--- config.mk ---
export PLATFORM = sky130hd
export DESIGN_NAME = dual_mul
export DESIGN_NICKNAME = d
export VERILOG_FILES = /design/src/rtl/dual_mul_pkg.sv /design/src/rtl/dual_mul_prep.sv /design/src/rtl/dual_mul_lane.sv /design/src/rtl/dual_mul_combine.sv /design/src/rtl/dual_mul_oreg.sv /design/src/rtl/dual_mul.sv
export SDC_FILE = /design/constraint.sdc
export NUM_CORES = 1
export LEC_CHECK = 0
export ABC_AREA = 0
export BUFFER_PORTS_ARGS = -buffer_cell sky130_fd_sc_hd__buf_2
export CAP_MARGIN = 0
export CORE_MARGIN = 10
export CORE_UTILIZATION = 62
export DETAILED_ROUTE_END_ITERATION = 12
export GPL_ROUTABILITY_DRIVEN = 0
export GPL_TIMING_DRIVEN = 0
export PLACE_DENSITY = 0.81
export SYNTH_ARGS = -nofsm -noshare
export SYNTH_HDL_FRONTEND = slang
export SYNTH_SLANG_ARGS = --single-unit
--- constraint.sdc ---
create_clock -name clk_i -period 2 [get_ports clk_i]
set_input_delay 0.4 -clock clk_i [delete_from_list [all_inputs] [get_ports clk_i]]
set_output_delay 0.4 -clock clk_i [all_outputs]
set_load 0.02 [all_outputs]
--- src/rtl/dual_mul_pkg.sv ---
package dual_mul_pkg;
  localparam int unsigned LANE_COUNT = 4;

  typedef enum logic {
    MODE_WIDE  = 1'b0,
    MODE_SPLIT = 1'b1
  } mul_mode_e;
endpackage

--- src/rtl/dual_mul_prep.sv ---
// Splits the low half of each operand word into two byte lanes with an extension bit.
module dual_mul_prep #(
  parameter int unsigned DATA_W = 32,
  parameter int unsigned LANE_W = 8
) (
  input  logic [DATA_W-1:0]   a_i,
  input  logic [DATA_W-1:0]   b_i,
  input  dual_mul_pkg::mul_mode_e mode_i,
  input  logic                signed_i,
  output logic [LANE_W:0]     a_lo_o,
  output logic [LANE_W:0]     a_hi_o,
  output logic [LANE_W:0]     b_lo_o,
  output logic [LANE_W:0]     b_hi_o
);
  import dual_mul_pkg::*;

  logic lo_ext_en;
  // low bytes carry sign only when they are standalone split-mode operands
  assign lo_ext_en = signed_i && (mode_i == MODE_SPLIT);

  always_comb begin
    a_lo_o = {lo_ext_en & a_i[LANE_W-1], a_i[LANE_W-1:0]};
    b_lo_o = {lo_ext_en & b_i[LANE_W-1], b_i[LANE_W-1:0]};
    a_hi_o = {signed_i & a_i[2*LANE_W-1], a_i[2*LANE_W-1:LANE_W]};
    b_hi_o = {signed_i & b_i[2*LANE_W-1], b_i[2*LANE_W-1:LANE_W]};
  end
endmodule

--- src/rtl/dual_mul_lane.sv ---
// One (LANE_W+1)x(LANE_W+1) two's-complement partial multiplier.
module dual_mul_lane #(
  parameter int unsigned LANE_W = 8
) (
  input  logic [LANE_W:0]       x_i,
  input  logic [LANE_W:0]       y_i,
  output logic [2*LANE_W+1:0]   p_o
);
  localparam int unsigned OPW = LANE_W + 1;
  localparam int unsigned PW  = 2 * OPW;

  logic [PW-1:0] x_ext, y_ext;
  assign x_ext = {{OPW{x_i[LANE_W]}}, x_i};
  assign y_ext = {{OPW{y_i[LANE_W]}}, y_i};
  // low PW bits of the extended unsigned product equal the signed product
  assign p_o = x_ext * y_ext;
endmodule

--- src/rtl/dual_mul_combine.sv ---
// Merges lane products into either one wide product or two packed lane results.
module dual_mul_combine #(
  parameter int unsigned LANE_W = 8
) (
  input  dual_mul_pkg::mul_mode_e mode_i,
  input  logic [2*LANE_W+1:0]     pp_ll_i,
  input  logic [2*LANE_W+1:0]     pp_lh_i,
  input  logic [2*LANE_W+1:0]     pp_hl_i,
  input  logic [2*LANE_W+1:0]     pp_hh_i,
  output logic [4*LANE_W-1:0]     prod_o
);
  import dual_mul_pkg::*;

  localparam int unsigned PW    = 2 * LANE_W + 2;
  localparam int unsigned RES_W = 4 * LANE_W;
  localparam int unsigned PAD   = RES_W - PW;

  logic [RES_W-1:0] ll_x, lh_x, hl_x, hh_x, wide_sum, split_pack;

  assign ll_x = {{PAD{pp_ll_i[PW-1]}}, pp_ll_i};
  assign lh_x = {{PAD{pp_lh_i[PW-1]}}, pp_lh_i};
  assign hl_x = {{PAD{pp_hl_i[PW-1]}}, pp_hl_i};
  assign hh_x = {{PAD{pp_hh_i[PW-1]}}, pp_hh_i};

  // modulo-2^RES_W sum is exact for a RES_W-bit product
  assign wide_sum   = (hh_x << (2*LANE_W)) + (lh_x << LANE_W) + (hl_x << LANE_W) + ll_x;
  assign split_pack = {pp_hh_i[2*LANE_W-1:0], pp_ll_i[2*LANE_W-1:0]};

  assign prod_o = (mode_i == MODE_SPLIT) ? split_pack : wide_sum;
endmodule

--- src/rtl/dual_mul_oreg.sv ---
module dual_mul_oreg #(
  parameter int unsigned RES_W = 32
) (
  input  logic             clk_i,
  input  logic             rst_ni,
  input  logic             valid_i,
  input  logic [RES_W-1:0] prod_i,
  output logic             valid_o,
  output logic [RES_W-1:0] result_o
);
  always_ff @(posedge clk_i or negedge rst_ni) begin
    if (!rst_ni) begin
      valid_o  <= 1'b0;
      result_o <= '0;
    end else begin
      valid_o <= valid_i;
      if (valid_i) result_o <= prod_i;
    end
  end

  AST_VALID_LATENCY: assert property (@(posedge clk_i) disable iff (!rst_ni)
    valid_i |=> valid_o);
  AST_VALID_DROP: assert property (@(posedge clk_i) disable iff (!rst_ni)
    !valid_i |=> !valid_o);
  AST_HOLD_IDLE: assert property (@(posedge clk_i) disable iff (!rst_ni)
    !valid_i |=> $stable(result_o));
  always_comb begin
    if (!rst_ni) AST_RESET_CLEAR: assert (!valid_o && result_o == '0);
  end
endmodule

--- src/rtl/dual_mul.sv ---
module dual_mul #(
  parameter int unsigned DATA_W = 32,
  parameter int unsigned LANE_W = 8
) (
  input  logic              clk_i,
  input  logic              rst_ni,
  input  logic              valid_i,
  input  logic              split_i,
  input  logic              signed_i,
  input  logic [DATA_W-1:0] a_i,
  input  logic [DATA_W-1:0] b_i,
  output logic              valid_o,
  output logic [DATA_W-1:0] result_o
);
  import dual_mul_pkg::*;

  localparam int unsigned WIDE_W = 2 * LANE_W;
  localparam int unsigned RES_W  = 2 * WIDE_W;
  localparam int unsigned PW     = 2 * LANE_W + 2;

  mul_mode_e mode;
  assign mode = split_i ? MODE_SPLIT : MODE_WIDE;

  logic [LANE_W:0] a_half [2];
  logic [LANE_W:0] b_half [2];
  logic [PW-1:0]   pp [LANE_COUNT];
  logic [RES_W-1:0] prod;
  logic [RES_W-1:0] res_q;

  dual_mul_prep #(.DATA_W(DATA_W), .LANE_W(LANE_W)) u_prep (
    .a_i(a_i), .b_i(b_i), .mode_i(mode), .signed_i(signed_i),
    .a_lo_o(a_half[0]), .a_hi_o(a_half[1]),
    .b_lo_o(b_half[0]), .b_hi_o(b_half[1])
  );

  // lane index bit 1 picks the a half, bit 0 the b half
  for (genvar g = 0; g < LANE_COUNT; g++) begin : g_lane
    dual_mul_lane #(.LANE_W(LANE_W)) u_lane (
      .x_i(a_half[g/2]), .y_i(b_half[g%2]), .p_o(pp[g])
    );
  end

  dual_mul_combine #(.LANE_W(LANE_W)) u_comb (
    .mode_i(mode),
    .pp_ll_i(pp[0]), .pp_lh_i(pp[1]), .pp_hl_i(pp[2]), .pp_hh_i(pp[3]),
    .prod_o(prod)
  );

  dual_mul_oreg #(.RES_W(RES_W)) u_oreg (
    .clk_i(clk_i), .rst_ni(rst_ni), .valid_i(valid_i),
    .prod_i(prod), .valid_o(valid_o), .result_o(res_q)
  );

  if (DATA_W > RES_W) begin : g_pad
    assign result_o = {{(DATA_W-RES_W){1'b0}}, res_q};
  end else begin : g_nopad
    assign result_o = res_q[DATA_W-1:0];
  end

  AST_WIDE_SIGN: assert property (@(posedge clk_i) disable iff (!rst_ni)
    (valid_i && !split_i && signed_i && (a_i[WIDE_W-1] != b_i[WIDE_W-1])
     && (a_i[WIDE_W-1:0] != '0) && (b_i[WIDE_W-1:0] != '0)) |=> res_q[RES_W-1]);
  AST_WIDE_ZERO: assert property (@(posedge clk_i) disable iff (!rst_ni)
    (valid_i && !split_i && (a_i[WIDE_W-1:0] == '0)) |=> (res_q == '0));
  AST_SPLIT_LO_ZERO: assert property (@(posedge clk_i) disable iff (!rst_ni)
    (valid_i && split_i && (a_i[LANE_W-1:0] == '0)) |=> (res_q[WIDE_W-1:0] == '0));
  AST_SPLIT_HI_ZERO: assert property (@(posedge clk_i) disable iff (!rst_ni)
    (valid_i && split_i && (b_i[WIDE_W-1:LANE_W] == '0)) |=> (res_q[RES_W-1:WIDE_W] == '0));
endmodule

* After elaboration in Yosys (flattened, before gate mapping) *
Cells that the tools add are included.

storage, ports and cells
  word-level logic and storage cells = 16
  output and inout bits = 33
  register bits = 33

cells by class
  mux-type cells = 2
  multipliers = 4
  add/sub/neg operators = 3
  bitwise logic cells = 4
  reductions and logical operators = 1

operators by type and width
  cell               count
  $add 32x32->32     3
  $mul 9x9->18       3
  $mux 32            1
  $mul 9x9->16       1
  $and 1x1->1        4
  $logic_and 1x1->1  1
  $mux 1             1

* Depth between registers and ports, before layout *
Gate-level depths: netlist of run 1.

  word-level depth = 8
  depth in mapped cells = 34
  gate-level depth less buffers = 33

* By module *
From an unflattened synthesis of run 1, not the netlist that was laid out.

unflattened totals
  cells, all modules = 1750
  area total of the unflattened synthesis = 16324.4 um^2

by module, submodules not included
  module                            cells each  area an instance (um^2)  instances  seq. area each (um^2)
  dual_mul_lane (g_lane[1].u_lane)  329         3047.9                   1          0.0
  dual_mul_lane (g_lane[2].u_lane)  328         3039.2                   1          0.0
  dual_mul_lane (g_lane[3].u_lane)  328         3004.1                   1          0.0
  dual_mul_lane (g_lane[0].u_lane)  327         3001.6                   1          0.0
  dual_mul_combine                  333         2593.7                   1          0.0
  dual_mul_oreg                     69          1370.1                   1          825.8
  dual_mul_prep                     36          267.8                    1          0.0

* Worst setup path before layout of run 1 *
Ideal clock, no wire load.

  kind = input to register
  start = input split_i
  end = register u_oreg.result_o[30]
  stages = 32
  data required time = 1.920 ns
  setup slack = -6.329 ns
  path buffers = 2
  arrival time = 8.249 ns
  cell sequence = clkbuf_1 > nand3_1 > or2_2 > fa_1 > fa_1 > inv_1 > fa_1 > fa_1 > inv_1 > fa_1 > inv_1 > ha_1 > a21oi_1 > nand2b_1 > a211o_1 > a31oi_1 > xnor2_1 > buf_2 > xor2_1 > ha_1 > inv_1 > fa_1 > inv_1 > ha_1 > a21oi_1 > o21ai_1 > a2111oi_2 > o21ai_1 > or3_1 > a31o_1 > mux2_4 > a31oi_4

on the way
  longest elaborated chain between the ends = 8
  elaborated cells on any way between the ends = 11
  classes of those cells = add/sub (3); mul (3); mux (2); bitwise (2); reduce/logical (1)

ends and longest elaborated chain
  element                       RTL line                source
  start, declared               dual_mul.sv:8           input logic split_i,
  $mux 1 (*)                    dual_mul.sv:22          assign mode = split_i ? MODE_SPLIT : MODE_WIDE;
  $logic_and 1x1->1             dual_mul_prep.sv:19     assign lo_ext_en = signed_i && (mode_i == MODE_SPLIT);
  $and 1x1->1                   dual_mul_prep.sv:22     a_lo_o = {lo_ext_en & a_i[LANE_W-1], a_i[LANE_W-1:0]};
  $mul 9x9->18                  dual_mul_lane.sv:16     assign p_o = x_ext * y_ext;
  $add 32x32->32 (3 in series)  dual_mul_combine.sv:26  assign wide_sum = (hh_x << (2*LANE_W)) + (lh_x << LANE_W) + (hl_x << LANE_W) + ll_x;
  $mux 32 (*)                   dual_mul_combine.sv:29  assign prod_o = (mode_i == MODE_SPLIT) ? split_pack : wide_sum;
  end signal, assigned          dual_mul_oreg.sv:17     if (valid_i) result_o <= prod_i;
  end, declared                 dual_mul_oreg.sv:9      output logic [RES_W-1:0] result_o

Mark *: on every way between the ends. The rest lies on a longest branch, timed or not.
A chain may end at the register's enable or synchronous reset.

* Worst setup path in the final report of run 1 *
  start = input a_i[7]
  end = register u_oreg.result_o[21]

on the way
  longest elaborated chain between the ends = 6
  elaborated cells on any way between the ends = 7
  classes of those cells = add/sub (3); mul (2); mux (1); bitwise (1)

ends and longest elaborated chain
  element                       RTL line                source
  start, declared               dual_mul.sv:10          input logic [DATA_W-1:0] a_i,
  $and 1x1->1                   dual_mul_prep.sv:22
  $mul 9x9->18                  dual_mul_lane.sv:16
  $add 32x32->32 (2 in series)  dual_mul_combine.sv:26
  $add 32x32->32 (*)            dual_mul_combine.sv:26
  $mux 32 (*)                   dual_mul_combine.sv:29

Marks and branches as above.

==> qor.txt, run 1 <==
status -> complete, but fails checks
violated checks -> negative setup slack
final hold vios -> 0
CTS tree -> done
Worst Max-Slew Pin Slew -> 0.851 ns
Hold WC Path Type -> in -> async
Slew headroom -> 0.433
final setup margin -> -6.13 ns
final core occ -> 0.780
ys async rst share -> 1.00
htree depth -> 2
placed inst area -> 0.0165 mm^2
first-pass GRT wire length -> 72.4 mm
fin nets -> 2447
vias in the first global route -> 14000
wire per inst -> 22.8 um
pre-CTS setup slack -> -6.90 ns
Vias -> 13500
Max Cap Viol -> 0
period utilization -> 4.06
count of cell types in the netlist -> 55
grt ovf -> 0
clock-pin slew on the worst setup and hold paths -> 0.06 ns
worst skew pair latency -> 0.29 ns
CTS root buffer -> clkbuf_16
CP Data Required Time -> 2.14 ns
# setup viols final -> 29
FMAX -> 0.123 GHz
layout cell share with drive strength beyond 1 -> 0.222
Clock Skews -> 0 ns
RSZ-0062 raised after global routing -> true
die area -> 0.0312 mm^2
Critical Path Max Stage Delay -> 0.57 ns
Worst path slowest cell -> fa_1
synthesized instance count -> 1730
register bit count reported by yosys -> 33
Die Width -> 177 um
fill count -> 1384
Ports -> 102
Post-synth EDFFs -> 0
initial antenna violation count -> 3
drt drc -> 0
WP data arrival -> 8.27 ns
crit end category -> flop
syn_nets -> 2282
total track usage -> 0.296
crit path max fanout -> 9
hpwl dp -> 33.3 mm
startpoint types -> primary input
Area growth, synth to finish -> 24.4%
clock sink count -> 33
total CTS buffers -> 5
drt via density -> 6.05
CP dominant cell by count -> fa_1
Port Buffers -> 61
Core Rows -> 57
post-synthesis sequential area ratio -> 0.0543
design area -> 0.0189 mm^2
largest net degree at the start of global routing -> 34
Initial Utilization -> 0.628
Core ar. -> 0.0242 mm^2
Detailed Route WL -> 50.7 mm
# hold bufs at CTS -> 0
ANT nets after route -> 0
Yosys warning count -> 0
Setup CP Type -> in -> reg
DR iter-0 viols -> 1203
clock tree buffer depth -> 2
Pre-antenna DRT Iters -> 7
Syn Std Cell Area -> 0.0152 mm^2
Slew Limit Fails -> 0
Synth Area per Inst -> 8.80 um^2
Final Critical Period -> 8.13 ns
die span in y -> 177 um
Primary FF master, synth -> dfrtp_1
[cell usage in the layout (no fill, tap or decap), types with 10 or more instances in the layout]
cell       count
inv_1        392
fa_1         289
nand2_1      163
ha_1         145
and2_1       134
buf_4         79
nor2_1        64
xnor2_1       53
buf_2         47
a21oi_1       42
ha_4          35
dfrtp_1       33
buf_6         27
xor2_1        26
clkbuf_16     22
inv_2         19
a21oi_2       17
a21o_1        16
or2_2         16
nor3_1        14
nand3_1       12
xnor2_2       12
o21ai_0       11
clkbuf_8      10
o21ai_1       10
fa_2          10
[per-layer routing]
layer / share of wire / global-route usage / vias up
met3: 0.11 / 0.0568 / 343
met4: 0.076 / 0.162 / 0
met2: 0.50 / 0.520 / 931
li1: - / - / 5576
met5: 0 / 0 / -
met1: 0.32 / 0.333 / 6619
[synthesized netlist by cell type (all sizes together), types with 2 or more instances]
| cell | count | share of area |
|---|---|---|
| a211o | 2 | 0.0012 |
| a211oi | 6 | 0.0033 |
| a21boi | 5 | 0.0025 |
| a21o | 16 | 0.0079 |
| a21oi | 65 | 0.021 |
| a31oi | 9 | 0.0047 |
| and2 | 141 | 0.058 |
| and3 | 11 | 0.0046 |
| buf | 2 | 0.00058 |
| clkbuf | 54 | 0.013 |
| clkinv | 2 | 0.00049 |
| dfrtp | 33 | 0.054 |
| fa | 299 | 0.39 |
| ha | 184 | 0.15 |
| inv | 411 | 0.10 |
| mux2 | 7 | 0.0054 |
| mux2i | 4 | 0.0026 |
| nand2 | 177 | 0.044 |
| nand2b | 7 | 0.0029 |
| nand3 | 14 | 0.0046 |
| nand3b | 2 | 0.00099 |
| nor2 | 69 | 0.017 |
| nor2b | 6 | 0.0025 |
| nor3 | 16 | 0.0053 |
| o2111ai | 4 | 0.0023 |
| o211ai | 6 | 0.0030 |
| o21a | 3 | 0.0015 |
| o21ai | 29 | 0.0095 |
| o21bai | 3 | 0.0015 |
| o221ai | 3 | 0.0017 |
| o31a | 2 | 0.0012 |
| o31ai | 2 | 0.00099 |
| o41a | 2 | 0.0015 |
| or2 | 18 | 0.0074 |
| or3 | 6 | 0.0025 |
| xnor2 | 70 | 0.040 |
| xor2 | 28 | 0.016 |
[cell families after synthesis]
| group | count (synthesis) | synth area share |
|---|---|---|
| AND/OR/NAND/NOR | 469 | 0.150 |
| flip-flops | 33 | 0.0543 |
| buffers and inverters | 469 | 0.116 |
| AO/OA/AOI/OAI | 167 | 0.0707 |
| multiplexers | 11 | 0.00806 |
| adder cells (fa/ha/maj) | 483 | 0.545 |
| XOR/XNOR | 98 | 0.0564 |
[worst max-delay path, delay by kind of cell]
family,cells,cell delay [ns]
and+or+nand+nor,7,0.84
buffers and inverters,13,1.19
xor gates and xnor gates,2,0.31
AOI/OAI and AO/OA,7,1.31
adders and majority gates,9,4.18
[path summary, 6_finish.rpt]
check,end,depth (start not counted),startpoint,slack [ns]
worst max-delay path,u_oreg.result_o[21]$_DFFE_PN0P_,38,a_i[7],-6.13
max in group asynchronous,u_oreg.result_o[8]$_DFFE_PN0P_,1,rst_ni,1.28
worst max register to register,u_oreg.result_o[30]$_DFFE_PN0P_,2,u_oreg.result_o[30]$_DFFE_PN0P_,1.15
min in group clk_i,u_oreg.valid_o$_DFF_PN0_,1,valid_i,0.29
worst min register to register,u_oreg.result_o[13]$_DFFE_PN0P_,1,u_oreg.result_o[13]$_DFFE_PN0P_,0.48
worst min-delay path,u_oreg.result_o[28]$_DFFE_PN0P_,1,rst_ni,0.20
[sequential cells by signal (all words and copies together), names as in the netlist]
name and flops:
u_oreg.result_o 32, u_oreg.valid_o 1
[area by class of cell]
| cell class | instances | area [um^2] | share of cell area |
|---|---|---|---|
| sequential | 33 | 826 | 0.0436 |
| multi-input combinational | 1228 | 13900 | 0.734 |
| timing repair buffer | 159 | 1310 | 0.0694 |
| inverter | 413 | 1550 | 0.0819 |
| antenna | 5 | 12.5 | 0.000661 |
| buffer | 55 | 759 | 0.0401 |
| clock buffer | 7 | 143 | 0.00754 |
| tap | 324 | 405 | 0.0214 |
| clock inverter | 1 | 30.0 | 0.00159 |
[stage by stage]
stage	hold WS, ns	std cells	TNS, ns
after global placement	0.456	2115	-148.63
final	0.197	2225	-131.77
after global routing	0.261	2221	-133.84
after floorplan	0.104	1730	-115.17
after detailed placement	0.462	2115	-150.27
after CTS	0.212	2178	-123.90
[timing repair]
item | 4_1_cts | 5_1_grt
buffers inserted | 56 | 48
pin swaps | 72 | 92
setup endpoints to repair | 30 | 29
resized for setup | 211 | 122
Power of run 1 is left out: the tool's default activity adds up to more than one toggle a clock period on the data nets, which glitch-free logic cannot reach.
==> run 2: changes to the inputs <==
--- a/config.mk
+++ b/config.mk
@@ -5,15 +5,15 @@
 export SDC_FILE = /design/constraint.sdc
 export NUM_CORES = 1
 export LEC_CHECK = 0
-export ABC_AREA = 0
+export ABC_AREA = 1
 export BUFFER_PORTS_ARGS = -buffer_cell sky130_fd_sc_hd__buf_2
 export CAP_MARGIN = 0
 export CORE_MARGIN = 10
-export CORE_UTILIZATION = 62
+export CORE_UTILIZATION = 36
 export DETAILED_ROUTE_END_ITERATION = 12
 export GPL_ROUTABILITY_DRIVEN = 0
 export GPL_TIMING_DRIVEN = 0
-export PLACE_DENSITY = 0.81
+export SKIP_CTS_REPAIR_TIMING = 1
 export SYNTH_ARGS = -nofsm -noshare
 export SYNTH_HDL_FRONTEND = slang
 export SYNTH_SLANG_ARGS = --single-unit
==> run 2 against run 1 <==
Effect of this change: the flow still finishes with violations (negative setup slack); count of clock-buffer cells in the layout fell by 1; utilization fell by 34 points; global-route usage fell by 11 points; final area rose by 6.7%; synthesized cell count rose by 31%; die area rose by 76%; flip-flop and latch count did not move; clock skew did not move; via count rose by 6.0%; sequential share of layout area fell by 0.27 points; area after synthesis rose by 8.6%; highest routed layer unchanged.
==> qor.txt, run 2 <==
Worst path slowest cell -> fa_2
FF-to-FF setup slack -> 1.33 ns (+0.18 ns)
ANT nets after route -> 0 (unchanged)
Port Buffers -> 36 (-41%)
Detailed Route WL -> 49.8 mm (-1.9%)
Reg2Reg Launch Point -> u_oreg.result_o[14]$_DFFE_PN0P_
first-pass GRT wire length -> 78.9 mm (+9.1%)
largest net degree at the start of global routing -> 34 (unchanged)
Syn Std Cell Area -> 0.0165 mm^2 (+8.6%)
synth top area cells -> fa_1, inv_1, ha_1
htree depth -> 2 (unchanged)
ys async rst share -> 1.00 (unchanged)
Yosys warning count -> 0 (unchanged)
total CTS buffers -> 5 (unchanged)
worst path bufs/invs -> 8 (-5)
Core ar. -> 0.0454 mm^2 (+87%)
initial antenna violation count -> 0 (-3)
period utilization -> 3.58 (-0.480)
fin nets -> 2915 (+19%)
final setup TNS -> -117.02 ns (+14.75 ns)
Regs by FF count -> u_oreg.result_o x32, u_oreg.valid_o x1
Slew headroom -> 0.502 (+0.0690)
startpoint types -> primary input
crit end category -> flop
crit path max fanout -> 10 (+1)
WP data arrival -> 7.35 ns (-0.92 ns)
most frequent cells in the layout -> inv_1, nand2_1, fa_1
CTS tree -> done
Critical Path Max Stage Delay -> 0.65 ns (+0.08 ns)
area share of the largest cell type after synthesis -> 0.362 (-0.0312)
clock-pin slew on the worst setup and hold paths -> 0.06 ns (about the same)
drt drc -> 0 (unchanged)
Final Critical Period -> 7.17 ns (-0.960 ns)
CP Data Required Time -> 2.18 ns (+0.04 ns)
# setup viols final -> 28 (-3.4%)
most instantiated cells after synthesis -> inv_1, nand2_1, fa_1
synthesized instance count -> 2268 (+31%)
CP dominant cell by count -> fa_1
Primary FF master, synth -> dfrtp_1
antenna cells -> 0 (-5)
vias in the first global route -> 15200 (+8.9%)
Area growth, synth to finish -> 22.2%
CP top delay family -> adder cells
FMAX -> 0.139 GHz (+13%)
Initial Utilization -> 0.364 (-0.263)
Core Rows -> 78 (+37%)
max reg flops -> 32 (unchanged)
DR iter-0 viols -> 830 (-31%)
Worst Max-Slew Pin Slew -> 0.747 ns (-0.104 ns)
clock sink count -> 33 (unchanged)
final hold vios -> 0 (unchanged)
Top reg by flops -> u_oreg.result_o
RSZ-0062 raised after global routing -> true
worst skew pair latency -> 0.28 ns (about the same)
clock tree buffer depth -> 2 (unchanged)
register bit count reported by yosys -> 33 (unchanged)
die span in y -> 234 um (+33%)
most common cell in the synthesized netlist -> inv_1
final core occ -> 0.445 (-0.335)
Slew Limit Fails -> 0 (unchanged)
status -> complete, but fails checks
Ports -> 102 (unchanged)
die area -> 0.0549 mm^2 (+76%)
layout cell share with drive strength beyond 1 -> 0.181 (-0.0405)
Pre-antenna DRT Iters -> 5 (-2)
hpwl dp -> 40.8 mm (+23%)
cell taking the most area after synthesis -> fa_1
most common cell after layout, fill and taps aside -> inv_1
total track usage -> 0.182 (-0.114)
Hold WC Path Type -> in -> async
Die Width -> 234 um (+33%)
CTS root buffer -> clkbuf_16
Synth Area per Inst -> 7.29 um^2 (-17%)
Post-synth EDFFs -> 0 (unchanged)
r2r endpoint -> u_oreg.result_o[14]$_DFFE_PN0P_
grt ovf -> 0 (unchanged)
count of cell types in the netlist -> 40 (-27%)
final setup margin -> -5.17 ns (+0.960 ns)
Clock Skews -> 0 ns (unchanged)
Setup CP Type -> in -> reg
worst reg2reg path depth -> 2 (unchanged)
violated checks -> negative setup slack
wire per inst -> 16.8 um (-26%)
Vias -> 14300 (+6.0%)
Max Cap Viol -> 0 (unchanged)
syn_nets -> 2820 (+24%)
post-synthesis sequential area ratio -> 0.0500 (-0.00431)
drt via density -> 4.81 (-20%)
-- run 2: changes by cell type in the layout (fill, tap and decap cells not counted), moves of 14 or more --
cell,before,now
and2_1,134,2
nand2_2,5,35
inv_1,392,655
buf_4,79,46
ha_1,145,131
nor2_1,64,79
ha_4,35,50
nand2_1,163,512
nand3_1,12,52
xnor2_1,53,17
-- run 2: layout make-up --
type / instances / area [um^2]
multi-input combinational: 1468 / 14300
sequential: 33 / 826
tap: 600 / 751
fill: 4490 / 25200
clock buffer: 6 / 129
buffer: 79 / 928
clock inverter: 2 / 10.0
timing repair buffer: 86 / 633
inverter: 690 / 2600
-- run 2: how the worst max path moves through the flow --
stage,from,end,cells past startpoint
CTS,b_i[9],u_oreg.result_o[27]$_DFFE_PN0P_,33
detailed placement,b_i[9],u_oreg.result_o[27]$_DFFE_PN0P_,33
global placement,b_i[9],u_oreg.result_o[27]$_DFFE_PN0P_,33
floorplan,b_i[3],u_oreg.result_o[22]$_DFFE_PN0P_,38
global route,split_i,u_oreg.result_o[27]$_DFFE_PN0P_,38
finish,b_i[10],u_oreg.result_o[27]$_DFFE_PN0P_,33
-- run 2: per-layer routing --
layer | vias up | global-route usage | wire length, um
met5 | - | 0 | 0
met4 | 0 | 0.0496 | 1410
met3 | 94 | 0.0205 | 2480
met2 | 327 | 0.334 | 25800
met1 | 7135 | 0.220 | 20000
li1 | 6715 | - | -
-- run 2: stage by stage --
stage | setup slack [ns] | std cells | hold WS (ns) | cell area [um^2]
4_1_cts | -5.93 | 2912 | 0.206 | 18700
3_3_place_gp | -6.22 | 2904 | 0.459 | 18500
2_1_floorplan | -4.76 | 2268 | 0.104 | 17600
5_1_grt | -5.54 | 2964 | 0.238 | 20200
6_report | -5.17 | 2964 | 0.175 | 20200
3_5_place_dp | -6.21 | 2904 | 0.460 | 18500
-- run 2: worst reg2reg max path: stages (launching register included) --
cell	delay, ns
dfrtp_1	0.38
nor2_1	0.09
a31oi_1	0.05
-- run 2: kinds of logic (layout without fill, tap and decap cells) --
kind of cell             Yosys count  count (layout)  share of synthesized area
AND/OR/NAND/NOR                  780             782                      0.193
buffers and inverters            769             863                      0.175
adder cells (fa/ha/maj)          483             483                      0.501
AO/OA/AOI/OAI                    141             141                     0.0472
XOR/XNOR                          62              62                     0.0329
flip-flops                        33              33                     0.0500
Power of run 2 is left out for the same reason.
